## src/rtl/bmwin_pkg.sv

```systemverilog
package bmwin_pkg;
  localparam int BM_CH = 2;
  localparam int BM_SLOT_BITS = 3;
  localparam int BM_DESC_W = 32;
  localparam int BM_CH_IDX_W = (BM_CH > 1) ? $clog2(BM_CH) : 1;
  localparam int BM_WIN_AW = $clog2(BM_CH) + BM_SLOT_BITS;

  localparam logic [1:0] SZ_BYTE = 2'd0;
  localparam logic [1:0] SZ_HALF = 2'd1;
  localparam logic [1:0] SZ_WORD = 2'd2;

  localparam int ST_ACT = 0;
  localparam int ST_ERR = 1;
  localparam int ST_IRQ = 2;
  localparam logic [7:0] ST_WRITE_MASK = 8'h60;
  localparam logic [7:0] ST_W1C_MASK = 8'h06;
  localparam logic [7:0] MODE_WIN_MASK = 8'h30;

  typedef enum logic [2:0] {
    SEL_ONES, SEL_CMD, SEL_MODE, SEL_STAT, SEL_TIM, SEL_DESC
  } rdSel_e;

  typedef struct packed {
    logic [BM_CH-1:0] cmdWr;
    logic [BM_CH-1:0] statWr;
    logic [BM_CH-1:0] timWr;
    logic [BM_CH-1:0] descWr;
    logic             modeWr;
  } wrStb_t;
endpackage

```

## src/rtl/bmwin_ctrl.sv

```systemverilog
module bmwin_ctrl
  import bmwin_pkg::*;
(
  input  logic                   wrEn,
  input  logic [BM_WIN_AW-1:0]   addr,
  input  logic [1:0]             accSize,
  output wrStb_t                 stb,
  output rdSel_e                 rdSel,
  output logic [BM_CH_IDX_W-1:0] chSel
);
  logic [BM_SLOT_BITS-1:0] off;
  logic isByte;
  logic isWord;

  assign off    = addr[BM_SLOT_BITS-1:0];
  assign isByte = (accSize == SZ_BYTE);
  assign isWord = (accSize == SZ_WORD);

  always_comb begin
    chSel = '0;
    chSel = addr[BM_WIN_AW-1:BM_SLOT_BITS];
  end

  // Slot layout: control bytes in the low half, descriptor word at the half boundary
  always_comb begin
    rdSel = SEL_ONES;
    if (!off[BM_SLOT_BITS-1]) begin
      if (isByte) begin
        unique case (off[1:0])
          2'd0: rdSel = SEL_CMD;
          2'd1: rdSel = SEL_MODE;
          2'd2: rdSel = SEL_STAT;
          default: rdSel = SEL_TIM;
        endcase
      end
    end else if (off[BM_SLOT_BITS-2:0] == '0 && isWord) begin
      rdSel = SEL_DESC;
    end
  end

  always_comb begin
    stb = '0;
    if (wrEn) begin
      unique case (rdSel)
        SEL_CMD:  stb.cmdWr[chSel]  = 1'b1;
        SEL_MODE: stb.modeWr        = 1'b1;
        SEL_STAT: stb.statWr[chSel] = 1'b1;
        SEL_TIM:  stb.timWr[chSel]  = 1'b1;
        SEL_DESC: stb.descWr[chSel] = 1'b1;
        default:  stb = '0;
      endcase
    end
  end
endmodule

```

## src/rtl/bmwin_datapath.sv

```systemverilog
module bmwin_datapath
  import bmwin_pkg::*;
(
  input  logic                     clk,
  input  logic                     rstN,
  input  wrStb_t                   stb,
  input  rdSel_e                   rdSel,
  input  logic [BM_CH_IDX_W-1:0]   chSel,
  input  logic [1:0]               accSize,
  input  logic [31:0]              wrData,
  input  logic [7:0]               modeIn,
  input  logic [BM_CH-1:0]         engActive,
  input  logic [BM_CH-1:0]         engErr,
  input  logic [BM_CH-1:0]         engIrq,
  output logic [31:0]              rdData,
  output logic                     modeWrStb,
  output logic [7:0]               modeWrData,
  output logic [BM_CH-1:0]         cmdStb,
  output logic [BM_CH*8-1:0]       cmdByte,
  output logic [BM_CH*8-1:0]       timingByte,
  output logic [BM_CH*BM_DESC_W-1:0] descAddr
);
  logic [BM_CH*8-1:0] statFlat;

  for (genvar g = 0; g < BM_CH; g++) begin : g_ch
    logic [7:0] cmdR;
    logic [7:0] statR;
    logic [7:0] timR;
    logic [BM_DESC_W-1:0] descR;
    logic strobeR;
    logic [7:0] statNext;

    always_comb begin
      if (stb.statWr[g]) begin
        statNext = (wrData[7:0] & ST_WRITE_MASK)
                 | (statR & ~wrData[7:0] & ST_W1C_MASK);
      end else begin
        statNext = statR & (ST_WRITE_MASK | ST_W1C_MASK);
      end
      statNext[ST_ACT] = engActive[g];
      statNext[ST_ERR] = statNext[ST_ERR] | engErr[g];
      statNext[ST_IRQ] = statNext[ST_IRQ] | engIrq[g];
    end

    always_ff @(posedge clk or negedge rstN) begin
      if (!rstN) begin
        cmdR    <= '0;
        statR   <= '0;
        timR    <= '0;
        descR   <= '0;
        strobeR <= 1'b0;
      end else begin
        strobeR <= stb.cmdWr[g];
        statR   <= statNext;
        if (stb.cmdWr[g]) cmdR <= wrData[7:0];
        if (stb.timWr[g]) timR <= wrData[7:0];
        if (stb.descWr[g]) descR <= {wrData[BM_DESC_W-1:2], 2'b00};
      end
    end

    assign cmdStb[g]                        = strobeR;
    assign cmdByte[g*8 +: 8]                = cmdR;
    assign timingByte[g*8 +: 8]             = timR;
    assign statFlat[g*8 +: 8]               = statR;
    assign descAddr[g*BM_DESC_W +: BM_DESC_W] = descR;
  end

  assign modeWrStb  = stb.modeWr;
  assign modeWrData = (modeIn & ~MODE_WIN_MASK) | (wrData[7:0] & MODE_WIN_MASK);

  logic [31:0] onesVal;
  always_comb begin
    unique case (accSize)
      SZ_BYTE: onesVal = 32'h0000_00FF;
      SZ_HALF: onesVal = 32'h0000_FFFF;
      default: onesVal = 32'hFFFF_FFFF;
    endcase
  end

  always_comb begin
    int idx;
    idx = int'(chSel);
    unique case (rdSel)
      SEL_CMD:  rdData = {24'd0, cmdByte[idx*8 +: 8]};
      SEL_MODE: rdData = {24'd0, modeIn};
      SEL_STAT: rdData = {24'd0, statFlat[idx*8 +: 8]};
      SEL_TIM:  rdData = {24'd0, timingByte[idx*8 +: 8]};
      SEL_DESC: rdData = descAddr[idx*BM_DESC_W +: 32];
      default:  rdData = onesVal;
    endcase
  end
endmodule

```

## src/rtl/bmwin_top.sv

```systemverilog
module bmwin_top
  import bmwin_pkg::*;
(
  input  logic        clk,
  input  logic        rstN,
  input  logic        wrEn,
  input  logic [3:0]  addr,
  input  logic [1:0]  accSize,
  input  logic [31:0] wrData,
  output logic [31:0] rdData,
  input  logic [7:0]  modeIn,
  output logic        modeWrStb,
  output logic [7:0]  modeWrData,
  input  logic [1:0]  engActive,
  input  logic [1:0]  engErr,
  input  logic [1:0]  engIrq,
  output logic [1:0]  cmdStb,
  output logic [15:0] cmdByte,
  output logic [15:0] timingByte,
  output logic [63:0] descAddr
);
  wrStb_t stb;
  rdSel_e rdSel;
  logic [BM_CH_IDX_W-1:0] chSel;

  bmwin_ctrl u_ctrl (
    .wrEn    (wrEn),
    .addr    (addr),
    .accSize (accSize),
    .stb     (stb),
    .rdSel   (rdSel),
    .chSel   (chSel)
  );

  bmwin_datapath u_dp (
    .clk        (clk),
    .rstN       (rstN),
    .stb        (stb),
    .rdSel      (rdSel),
    .chSel      (chSel),
    .accSize    (accSize),
    .wrData     (wrData),
    .modeIn     (modeIn),
    .engActive  (engActive),
    .engErr     (engErr),
    .engIrq     (engIrq),
    .rdData     (rdData),
    .modeWrStb  (modeWrStb),
    .modeWrData (modeWrData),
    .cmdStb     (cmdStb),
    .cmdByte    (cmdByte),
    .timingByte (timingByte),
    .descAddr   (descAddr)
  );
endmodule

```

## config.mk

```make
export PLATFORM = sky130hd
export DESIGN_NAME = bmwin_top
export DESIGN_NICKNAME = d
export VERILOG_FILES = /design/src/rtl/bmwin_pkg.sv /design/src/rtl/bmwin_ctrl.sv /design/src/rtl/bmwin_datapath.sv /design/src/rtl/bmwin_top.sv
export SDC_FILE = /design/constraint.sdc
export NUM_CORES = 1
export LEC_CHECK = 0
export BUFFER_PORTS_ARGS = -buffer_cell sky130_fd_sc_hd__buf_2
export CAP_MARGIN = 10
export CORE_ASPECT_RATIO = 1.1
export CORE_UTILIZATION = 35
export DETAILED_ROUTE_END_ITERATION = 8
export HOLD_SLACK_MARGIN = 0.03
export MAX_ROUTING_LAYER = met4
export SLEW_MARGIN = 20
export SYNTH_ARGS = -nofsm -noshare
export SYNTH_HDL_FRONTEND = slang
export SYNTH_SLANG_ARGS = --single-unit
```

## constraint.sdc

```tcl
create_clock -name clk -period 2.5 [get_ports clk]
set_input_delay 0.5 -clock clk [delete_from_list [all_inputs] [get_ports clk]]
set_output_delay 0.5 -clock clk [all_outputs]
set_load 0.02 [all_outputs]
```

==> metrics.txt <==
post-synthesis mux area share=0.292; Worst EP arrival=2270 ps; failing checks=setup timing; final worst-path setup slack=-275 ps; area leader, netlist=dfrtp_1; maximum fanout along the worst path=5; ANT nets after route=0; Synth Area in Simple Gates=0.0670; pwr/cell area=604 mW/mm2; first-pass GRT wire length=22.9 mm; Final Power=4.85 mW; Post-synth EDFFs=0; die extent in x=119 um; Clock Tree Buf Depth=2; largest cells by area after synthesis=dfrtp_1, mux2_1, mux2_2; Clock Tree Root=clkbuf_16; fin crit period=2770 ps; register area share after synthesis=0.491; Pre-antenna DRT Iters=4; non-filler instance count after layout=840; Slew Limit Fails=0; CP required=2000 ps; Synth Area in Compound Gates=0.0925; Syn Inst Count=420; FP Rows=46; number of remaining DRC errors=0; Total Wirelength=15.9 mm; routed len/inst=18.9 um; Static Leakage=4.00 nW; Iteration-0 DRC Markers=214; Reg area=0.00260 mm2; # IOs=194; Core Region=0.0146 mm2; Hold Path Class=primary input to asynchronous set/reset pin; Setup Skew=0 ps; hold violation total from the final report=0; hpwl dp=11.2 mm; worst skew pair latency=350 ps; most frequent cells after synthesis=dfrtp_1, mux2_1, mux2_2; IR drop worst, VDD=354 uV; Multi-input gate area=0.00299 mm2; max_cap viols=0; I/O Buffers=189; top-count cell post-synth=dfrtp_1; setup_tns=-6990 ps; Clock power frac=0.305; Cell Area, Synth=0.00530 mm2; die height=131 um; largest family of logic cells by synthesized area=multiplexers; grt ovf=0; RSZ-0062 raised after global routing=yes; Final nets=701; worst hold slack=180 ps; final worst path period share=1.11; Tot GR Track Use=0.198; Top FF cell, synth=dfrtp_1; n_diodes=0; Syn-to-layout area delta=51.5%; Fmax=360 MHz; Placed Cells=816; Int Pwr=3.32 mW; Final Setup Violations=45; Starting Density=0.363; clock transition at the registers of the reported paths=70 ps; layout cells sized above 1=0.645; switching power=1.53 mW; Synth Area in Adders=0.00708; vias=4268; CTS Buf Count=9; initial antenna violation count=0; vias in the first global route=4282; CP Capture Type=primary output; async set-reset flop share out of synthesis=1.00; Hold-fix buffers, CTS=0; status=complete, but fails checks; YS warnings=0; combinational share of power=0.274; max_slew headroom=0.554; #FFs+latches synth=104; Worst R2R Setup Slack=1690 ps; DP Area=0.00704 mm2; htree depth=3; switch share=0.315; Slew @ Worst Pin=669 ps; CTS Sinks=104; startpoint types=primary input; Synth top area share=0.491; largest net degree at the start of global routing=49; Seq pwr share=0.422; CP Class=primary input to primary output; post-route cell area=0.00803 mm2; RePlAce Congestion=0.848; XOR/XNOR share of the synthesized area=0; Avg Cell Area, Syn=12.6 um2; Yosys cell types=43; Filler cells=1247; TritonCTS clock tree=done; vias per cell=5.08; die area=0.0156 mm2
-- sequential cells by signal (all words and copies together) (netlist names) --
signal / cells
u_dp.g_ch.strobeR: 2
u_dp.g_ch.cmdR: 16
u_dp.g_ch.statR: 10
u_dp.g_ch.descR: 60
u_dp.g_ch.timR: 16
-- what timing repair did --
action / CTS / global route
gates resized for setup: 37 / 118
pin swaps: 10 / 4
cloned: 0 / 5
hold endpoints to repair: 0 / 0
endpoints found under the setup margin: 32 / 62
setup buffers: 1 / 2
-- layout make-up --
cell class / count / share of cell area
multi-input cells: 280 / 0.373
flip-flops and latches: 104 / 0.324
repair buffers: 245 / 0.230
clock buffers: 11 / 0.0315
well taps: 192 / 0.0299
clock inverters: 5 / 0.00779
inverters: 3 / 0.00358
-- stage by stage --
step,setup WS [ps],utilization
global route,-303,0.549
detailed placement,-409,0.481
floorplan,-32.3,-
global placement,-377,0.481
finish,-275,0.549
CTS,-288,0.511
-- cell families after synthesis --
kind of cell    count (synthesis)
buf+inv                        39
flops                         104
fa+ha+maj                       3
other cells                     1
simple gates                   59
compound gates                 73
mux                           141
-- metal layers --
layer,vias up,global-route usage,part of all wire
met5,-,-,0
met4,0,0.0676,0.017
met3,16,0.0303,0.043
met2,157,0.335,0.50
met1,2137,0.243,0.44
li1,1958,-,-
-- worst max-delay path: stages --
cell	delay [ps]
buf_8	110
inv_6	50
ha_4	200
or4b_4	490
a21oi_4	240
buf_4	160
a21oi_2	60
a211o_1	320
buf_6	140
-- layout by cell type, fill, tap and decap left out, drive strengths merged, types with 5 or more instances in the layout --
cell,netlist,final
a211o,5,5
nand2b,6,6
clkbuf,6,15
a21oi,12,12
o21ai,34,34
nand2,17,17
nor2,14,14
nand3,9,9
buf,30,241
mux2,107,107
mux2i,34,34
inv,3,5
dfrtp,104,104
a21o,5,5
-- path summary, 6_finish.rpt --
| check | startpoint | endpoint | cells past startpoint |
|---|---|---|---|
| max in group asynchronous | rstN | u_dp.g_ch[1].statR[5] | 2 |
| max reg2reg | u_dp.g_ch[1].descR[8] | u_dp.g_ch[1].descR[8] | 1 |
| min in group clk | engActive[1] | u_dp.g_ch[1].statR[0] | 1 |
| min reg2reg | u_dp.g_ch[0].statR[2] | u_dp.g_ch[0].statR[2] | 1 |
| max | addr[0] | rdData[7] | 9 |
| min | rstN | u_dp.g_ch[0].descR[31] | 1 |
-- power groups by stage --
stage                     clock network [mW]  logic [mW]  registers [mW]
after global placement                     0        1.15            2.05
after detailed placement                   0        1.17            2.07
after floorplan                            0       0.481            2.28
after CTS                               1.51        1.19            2.03
final                                   1.48        1.33            2.05
after global routing                    1.59        1.41            2.07
Note: power is estimated with default switching activity, not from simulation.
